File: config.mk
export PLATFORM = sky130hd
export DESIGN_NAME = regfile_stack_seq
export DESIGN_NICKNAME = d
export VERILOG_FILES = /design/src/rtl/rss_pkg.sv /design/src/rtl/rss_step_ctr.sv /design/src/rtl/rss_sp_unit.sv /design/src/rtl/regfile_stack_seq.sv
export SDC_FILE = /design/constraint.sdc
export NUM_CORES = 1
export LEC_CHECK = 0
export BUFFER_PORTS_ARGS = -buffer_cell sky130_fd_sc_hd__buf_2
export CAP_MARGIN = 25
export CORE_MARGIN = 8
export CORE_UTILIZATION = 45
export DETAILED_ROUTE_END_ITERATION = 7
export HOLD_SLACK_MARGIN = 0.05
export PLACE_DENSITY = 0.82
export SETUP_SLACK_MARGIN = 0.4
export SYNTH_ARGS = -nofsm -noshare
export SYNTH_HDL_FRONTEND = slang
export SYNTH_SLANG_ARGS = --single-unit
File: constraint.sdc
create_clock -name clk -period 2.4 [get_ports clk]
set_input_delay 0.24 -clock clk [delete_from_list [all_inputs] [get_ports clk]]
set_output_delay 0.24 -clock clk [all_outputs]
set_load 0.02 [all_outputs]
File: src/rtl/rss_pkg.sv
package rss_pkg;
    localparam int NREG     = 8;
    localparam int IDX_W    = $clog2(NREG);
    localparam logic [IDX_W-1:0] SP_INDEX = IDX_W'(4);

    typedef enum logic [2:0] {
        S_IDLE,
        S_PUSH,
        S_POP_RD,
        S_POP_WR,
        S_DONE
    } rss_state_e;
endpackage

File: src/rtl/rss_step_ctr.sv
module rss_step_ctr
    import rss_pkg::*;
(
    input  logic             clk,
    input  logic             rst_n,
    input  logic             clear,
    input  logic             adv,
    input  logic             dir_pop,
    output logic [IDX_W-1:0] idx,
    output logic             last
);
    logic [IDX_W-1:0] cnt_q;

    always_ff @(posedge clk) begin
        if (!rst_n || clear) begin
            cnt_q <= '0;
        end else if (adv) begin
            cnt_q <= cnt_q + IDX_W'(1);
        end
    end

    // Upward walk for push, downward walk for pop
    assign idx  = dir_pop ? IDX_W'(NREG - 1) - cnt_q : cnt_q;
    assign last = (cnt_q == IDX_W'(NREG - 1));

    a_r3_count_monotone: assert property (@(posedge clk) disable iff (!rst_n)
        (adv && !clear && !last) |=> (cnt_q == $past(cnt_q) + IDX_W'(1)));
endmodule

File: src/rtl/rss_sp_unit.sv
module rss_sp_unit #(
    parameter int          XLEN    = 16,
    parameter logic [31:0] SP_INIT = 32'h0000_0200
) (
    input  logic            clk,
    input  logic            rst_n,
    input  logic            snap_en,
    input  logic            dec,
    input  logic            inc,
    output logic [XLEN-1:0] sp_q,
    output logic [XLEN-1:0] sp_dec,
    output logic [XLEN-1:0] snap_q
);
    localparam int STEP = XLEN / 8;

    logic [XLEN-1:0] step_v;

    generate
        if (XLEN == 32) begin : g_w32
            assign step_v = 32'd4;
        end else begin : g_w16
            assign step_v = XLEN'(STEP);
        end
    endgenerate

    assign sp_dec = sp_q - step_v;

    always_ff @(posedge clk) begin
        if (!rst_n) begin
            sp_q <= SP_INIT[XLEN-1:0];
        end else if (dec) begin
            sp_q <= sp_dec;
        end else if (inc) begin
            sp_q <= sp_q + step_v;
        end
    end

    always_ff @(posedge clk) begin
        if (!rst_n) begin
            snap_q <= '0;
        end else if (snap_en) begin
            snap_q <= sp_q;
        end
    end

    a_r2_no_dual_step: assert property (@(posedge clk) disable iff (!rst_n)
        !(dec && inc));
    a_r4_snap_hold: assert property (@(posedge clk) disable iff (!rst_n)
        !snap_en |=> $stable(snap_q));
endmodule

File: src/rtl/regfile_stack_seq.sv
module regfile_stack_seq
    import rss_pkg::*;
#(
    parameter int          XLEN    = 16,
    parameter int          MAW     = 8,
    parameter logic [31:0] SP_INIT = 32'h0000_0200
) (
    input  logic             clk,
    input  logic             rst_n,
    input  logic             start,
    input  logic             pop_sel,
    output logic             busy,
    output logic             done,
    output logic [2:0]       rf_addr,
    input  logic [XLEN-1:0]  rf_rdata,
    output logic [XLEN-1:0]  rf_wdata,
    output logic             rf_we,
    output logic [MAW-1:0]   mem_addr,
    output logic [XLEN-1:0]  mem_wdata,
    output logic             mem_we,
    input  logic [XLEN-1:0]  mem_rdata,
    output logic [XLEN-1:0]  sp_o
);
    localparam int STEP = XLEN / 8;
    localparam int BSH  = $clog2(STEP);

    rss_state_e       state_q, state_d;
    logic             dir_q;
    logic             accept;
    logic             ctr_clear, ctr_adv, ctr_last;
    logic [IDX_W-1:0] idx;
    logic             sp_dec_en, sp_inc_en;
    logic [XLEN-1:0]  sp_q, sp_dec, snap_q;

    assign accept = (state_q == S_IDLE) && start;

    rss_step_ctr u_ctr (
        .clk     (clk),
        .rst_n   (rst_n),
        .clear   (ctr_clear),
        .adv     (ctr_adv),
        .dir_pop (dir_q),
        .idx     (idx),
        .last    (ctr_last)
    );

    rss_sp_unit #(.XLEN(XLEN), .SP_INIT(SP_INIT)) u_sp (
        .clk     (clk),
        .rst_n   (rst_n),
        .snap_en (accept),
        .dec     (sp_dec_en),
        .inc     (sp_inc_en),
        .sp_q    (sp_q),
        .sp_dec  (sp_dec),
        .snap_q  (snap_q)
    );

    // State register
    always_ff @(posedge clk) begin
        if (!rst_n) begin
            state_q <= S_IDLE;
            dir_q   <= 1'b0;
        end else begin
            state_q <= state_d;
            if (accept) begin
                dir_q <= pop_sel;
            end
        end
    end

    // Next-state logic
    always_comb begin
        state_d = state_q;
        unique case (state_q)
            S_IDLE:   if (start) state_d = pop_sel ? S_POP_RD : S_PUSH;
            S_PUSH:   if (ctr_last) state_d = S_DONE;
            S_POP_RD: state_d = S_POP_WR;
            S_POP_WR: state_d = ctr_last ? S_DONE : S_POP_RD;
            S_DONE:   state_d = S_IDLE;
            default:  state_d = S_IDLE;
        endcase
    end

    // Outputs
    always_comb begin
        rf_addr   = 3'(idx);
        rf_wdata  = mem_rdata;
        rf_we     = 1'b0;
        mem_addr  = sp_q[BSH +: MAW];
        mem_wdata = '0;
        mem_we    = 1'b0;
        sp_dec_en = 1'b0;
        sp_inc_en = 1'b0;
        ctr_clear = accept;
        ctr_adv   = 1'b0;
        busy      = 1'b1;
        done      = 1'b0;
        unique case (state_q)
            S_IDLE: begin
                busy = 1'b0;
            end
            S_PUSH: begin
                mem_addr  = sp_dec[BSH +: MAW];
                mem_wdata = (idx == SP_INDEX) ? snap_q : rf_rdata;
                mem_we    = 1'b1;
                sp_dec_en = 1'b1;
                ctr_adv   = 1'b1;
            end
            S_POP_RD: begin
                mem_addr = sp_q[BSH +: MAW];
            end
            S_POP_WR: begin
                rf_we     = (idx != SP_INDEX);
                sp_inc_en = 1'b1;
                ctr_adv   = 1'b1;
            end
            S_DONE: begin
                done = 1'b1;
            end
            default: begin
                busy = 1'b0;
            end
        endcase
    end

    assign sp_o = sp_q;

    a_r1_idle_quiet: assert property (@(posedge clk) disable iff (!rst_n)
        !busy |-> (!mem_we && !rf_we));
    a_r2_push_step: assert property (@(posedge clk) disable iff (!rst_n)
        mem_we |=> (sp_o == $past(sp_o) - XLEN'(STEP)));
    a_r5_pop_step: assert property (@(posedge clk) disable iff (!rst_n)
        (state_q == S_POP_WR) |=> (sp_o == $past(sp_o) + XLEN'(STEP)));
    a_r5_sp_slot_skip: assert property (@(posedge clk) disable iff (!rst_n)
        rf_we |-> (rf_addr != 3'(SP_INDEX)));
    a_r5_one_target: assert property (@(posedge clk) disable iff (!rst_n)
        !(mem_we && rf_we));
    a_r7_done_pulse: assert property (@(posedge clk) disable iff (!rst_n)
        done |=> !done);
    a_r8_busy_hold: assert property (@(posedge clk) disable iff (!rst_n)
        (busy && !done && start) |=> busy);
    a_r8_done_to_idle: assert property (@(posedge clk) disable iff (!rst_n)
        done |=> !busy);
    a_r10_dir_stable: assert property (@(posedge clk) disable iff (!rst_n)
        (busy && !done) |=> $stable(dir_q));
endmodule

## Word-level counts from Yosys, hierarchy flattened

Cells that the tools add are included.

- Register bits: 39
- Bits in latches: 0
- RAM bits: 0
- Memory bits (read-only): 0
- Input port bits: 36
- Output and inout port bits: 63
- Memories: 0

- Add/subtract/negate cells: 4
- Multiply operators: 0
- Divide/modulo/power cells: 0
- $lt $le $gt $ge: 0
- Equality and inequality tests: 9
- Shift operators: 0
- Mux-type cells: 17
- Bitwise gates (word level): 0
- Reduce and logical (&&, ||, !) cells: 8

Operators with widths:

| cell | number |
|---|---|
| two-way mux 16 bit | 4 |
| adder 16 x 2 -> 16 bit, second input constant | 1 |
| subtractor 16 x 2 -> 16 bit, second input constant | 1 |
| two-way mux 3 bit | 4 |
| case mux 3 bit (4 select lines) | 1 |
| == test 3 bit, second input constant | 3 |
| two-way mux 8 bit | 1 |
| == test 3 x 2 -> 1 bit, second input constant | 2 |
| two-way mux 1 bit | 6 |
| != test 2 bit, second input constant | 2 |
| OR reduction 4 bit | 1 |
| adder 3 x 1 -> 3 bit, second input constant | 1 |
| == test 3 x 1 -> 1 bit, second input constant | 1 |
| zero test 3 bit | 1 |
| != test 3 bit, second input constant | 1 |
| subtractor 3 bit, first input constant | 1 |
| two-way mux 2 bit | 1 |
| AND reduction 2 bit | 1 |
| nonzero test 2 bit | 1 |
| OR reduction 2 bit | 1 |
| logical AND 1 bit | 1 |
| zero test 1 bit | 1 |
| logical OR 1 bit | 1 |

## Logic depth before layout (Yosys ltp)

- Word-level depth: 5
- Gate-level depth with buffers: 8
- Depth with buffers taken out: 7

## Hierarchy

From an unflattened synthesis, not the netlist that was laid out.

- Cell total of the unflattened synthesis: 324
- Area total of the unflattened synthesis: 2986.6 µm²

Modules (own cells, without submodules):

| module | instances | cells each | area each (µm²) | sequential area each (µm²) |
|---|---|---|---|---|
| rss_sp_unit | 1 | 199 | 1737.9 | 600.6 |
| regfile_stack_seq | 1 | 110 | 1091.0 | 80.1 |
| rss_step_ctr | 1 | 15 | 157.7 | 60.1 |

## Least setup slack after synthesis

OpenSTA, ideal clock, no wires.

- Kind: register to output
- Start point: register u_sp.sp_q[2]
- End point: output mem_addr[6]
- Data arrival time: 1.911 ns
- Setup slack: 0.249 ns
- Cell stages (with the launch flop): 8
- Path buffers: 1
- Path through: dfxtp_1 > clkbuf_1 > inv_1 > ha_1 > or4b_4 > nor3_1 > nand2_1 > xnor2_1

- Word-level cells in the longest chain between the ends: 2

RTL lines:

| item | line | text |
|---|---|---|
| start: declaration | rss_sp_unit.sv:10 | `output logic [XLEN-1:0] sp_q,` |
| start signal: assignment | rss_sp_unit.sv:30 | `sp_q <= SP_INIT[XLEN-1:0];` |
| start signal: assignment | rss_sp_unit.sv:32 | `sp_q <= sp_dec;` |
| start signal: assignment | rss_sp_unit.sv:34 | `sp_q <= sp_q + step_v;` |
| subtractor 16 x 2 -> 16 bit | rss_sp_unit.sv:26 | `assign sp_dec = sp_q - step_v;` |
| two-way mux 8 bit | regfile_stack_seq.sv:98 | `unique case (state_q)` |
| end: declaration | regfile_stack_seq.sv:18 | `output logic [MAW-1:0] mem_addr,` |

No other way between the ends.

## Worst setup path in the final report

- Start point: register u_sp.sp_q[1]
- End point: output mem_addr[4]

The elaborated chain is that of the path after synthesis.

==> impl_metrics.tcl <==
set metrics [dict create \
    status "finished, final reports clean" \
    globalplace.congestion 0.831 \
    placed_cells 396 \
    powerDensity_nw_per_um2 722 \
    wl_um 6380 \
    critPathLaunchType "flop" \
    yosys_warnings 0 \
    viasPerCell 5.48 \
    numCtsBuffers 5 \
    final_hold_viol_count 0 \
    synth_cell_type_count 37 \
    path_common_cell "buf_4" \
    relSlewSlack_pct 55.5 \
    dpl_worst_slack_ps 292 \
    synth-simple-area-share_pct 26.6 \
    path_cells "inv_4, ha_4, or4b_4, buf_4, nor2_2, xor2_1, buf_4" \
    ios 99 \
    synth_cells 294 \
    firstDrtPassIters 4 \
    place_hpwl_um 4540 \
    nNetsFinal 393 \
    place.port_buffers 65 \
    worstSetupPathType "flop to output port" \
    final_common_cell "buf_2" \
    fin_tns_setup_ps 0 \
    initial_core_util_pct 47.0 \
    wire_per_inst_um 15.2 \
    antenna_found_initial 0 \
    setup_violations 0 \
    skew_ps 11.8 \
    cp_max_fo 4 \
    syn_area_um2 2250 \
    muxShareOfSynthArea_pct 7.57 \
    grt_pass1_vias 2310 \
    worstSkewPairLatency_ps 290 \
    maxCapViolations 0 \
    die_area_um2 7510 \
    yosysSeqAreaShare_pct 33.0 \
    drcViolationCount 0 \
    core_um2 4790 \
    power.leakage_nw 1.35 \
    grt_max_degree 20 \
    clockBufferDepth 2 \
    required_ps 2160 \
    reg2reg_depth 9 \
    end_kind "output port" \
    drive_gt1_share_pct 37.8 \
    min_period_ps 2110 \
    tightest_slew_ps 666 \
    synth_fa_ha_area_share_pct 3.34 \
    hold_buffers 0 \
    worstHoldPathCells 2 \
    n_fill_cell 424 \
    hold_class "input pin to flop" \
    rsz0062_at_grt "yes" \
    critPathSlowestCell "or4b_4" \
    vias 2295 \
    final_cell_mix "buf_2, nand2_1, a21oi_1" \
    fin_util_pct 60.9 \
    synth-xor-area-share_pct 8.57 \
    syn_nets 336 \
    clkTransAtPathRegs_ps 80 \
    numClockSinks 37 \
    avgSynthCellArea_um2 7.64 \
    synth_seq_cells 37 \
    drtAntennaViolNets 0 \
    synth_compound_area_share_pct 10.5 \
    h-tree-depth 2 \
    synth_top_family_by_area "simple AND/OR/NAND/NOR gates" \
    drtIter0Drc 128 \
    max_stage_delay_ps 470 \
    rows 25 \
    max_clock_freq_ghz 0.474 \
    fin_ws_ps 288 \
    fin_cells 419 \
    dieHeight_um 86.7 \
    p_total_mw 2.10 \
    area_growth_pct 29.7 \
    cts_tree "done" \
    antenna_cells 0 \
    grt_pass1_wl_um 10000 \
    overflow 0 \
    die_w_um 86.7 \
    arrival_ps 1870 \
    final.period_utilization_pct 88.0 \
    ir_drop_mv 0.324 \
    drv_slew 0 \
    grt_use_total_pct 16.4 \
    root_buffer "clkbuf_8" \
]
-- repair_timing --
item,CTS,global route
resized for setup,26,14
pin swaps,5,5
endpoints found under the hold margin,0,0
setup endpoints to repair,27,27
setup buffers,12,3
-- routing by layer --
metal | up-vias | GRT usage, % | part of all wire [%]
met3 | 20 | 4.35 | 7.2
li1 | 1076 | - | -
met1 | 1097 | 16.2 | 40
met5 | - | 0 | 0
met4 | 0 | 9.70 | 3.0
met2 | 102 | 30.1 | 50
-- cell type report --
cell class | instances | area (um^2) | share of cell area, %
Clock buffer | 6 | 82.6 | 2.83
Clock inverter | 2 | 37.5 | 1.29
Inverter | 6 | 31.3 | 1.07
Multi-Input combinational cell | 214 | 1400 | 48.0
Sequential cell | 37 | 768 | 26.4
Tap cell | 67 | 83.8 | 2.88
Timing Repair Buffer | 87 | 513 | 17.6
-- cells by family (layout without fill, tap and decap cells) --
group | Yosys count | after routing
AO/OA/AOI/OAI | 42 | 42
XOR/XNOR | 22 | 22
adder cells (fa/ha/maj) | 6 | 6
buffers and inverters | 43 | 101
flip-flops | 37 | 37
multiplexers | 17 | 17
other | 1 | 1
AND/OR/NAND/NOR | 126 | 126
-- worst max-delay path: cells and delay by family (launching register included) --
kind          cells  cell delay [ps]
flops             1              370
fa+ha+maj         1              120
simple gates      2              550
buf+inv           3              380
xor+xnor          1              150
-- sequential cells by signal (all words and copies together), names as in the netlist --
register and count:
state_q 3, u_ctr.cnt_q 3, u_sp.snap_q 15, dir_q 1, u_sp.sp_q 15
-- synthesized netlist by cell type (all sizes together) --
library cell / count / area, um^2
nand2: 51 / 191
dfxtp: 37 / 741
nor2: 32 / 120
a21oi: 28 / 140
buf: 23 / 156
mux2i: 17 / 170
clkbuf: 14 / 52.6
xnor2: 12 / 105
xor2: 10 / 87.6
and3: 6 / 37.5
ha: 6 / 75.1
inv: 6 / 22.5
o21ai: 6 / 30.0
nand3: 5 / 25.0
nor3: 5 / 25.0
nor4: 4 / 25.0
or3: 4 / 25.0
nand2b: 3 / 18.8
nand4: 3 / 18.8
o32ai: 3 / 26.3
or4: 3 / 22.5
o22ai: 2 / 12.5
or2: 2 / 12.5
a211oi: 1 / 7.51
and2: 1 / 6.26
conb: 1 / 3.75
nand3b: 1 / 7.51
nand4bb: 1 / 11.3
nor2b: 1 / 6.26
nor3b: 1 / 7.51
nor4b: 1 / 15.0
o21a: 1 / 7.51
o41a: 1 / 11.3
or3b: 1 / 8.76
or4b: 1 / 13.8
-- power by group --
group | switching, mW | leakage [nW] | internal, mW | total (mW)
Combinational | 0.435 | 0.985 | 0.344 | 0.779
Sequential | 0.0934 | 0.306 | 0.661 | 0.755
Clock | 0.231 | 0.0574 | 0.338 | 0.569
-- worst paths after layout --
path | startpoint | end | slack (ps)
worst min register to register | u_sp.snap_q[10]$_SDFFE_PN0P_ | u_sp.snap_q[10]$_SDFFE_PN0P_ | 450
worst max register to register | u_sp.sp_q[1]$_SDFFE_PN0P_ | u_sp.sp_q[13]$_SDFFE_PN0P_ | 360
worst min-delay path | rst_n | u_sp.sp_q[9]$_SDFFE_PN1P_ | 160
worst max-delay path | u_sp.sp_q[1]$_SDFFE_PN0P_ | mem_addr[4] | 290
-- per-stage QoR --
stage,cell area (um^2),hold WS (ps)
after floorplan,2300,302
after global placement,2550,443
after detailed placement,2550,447
after CTS,2830,159
after global routing,2910,169
final,2910,165
No activity file was read; power rests on OpenSTA's default activity.
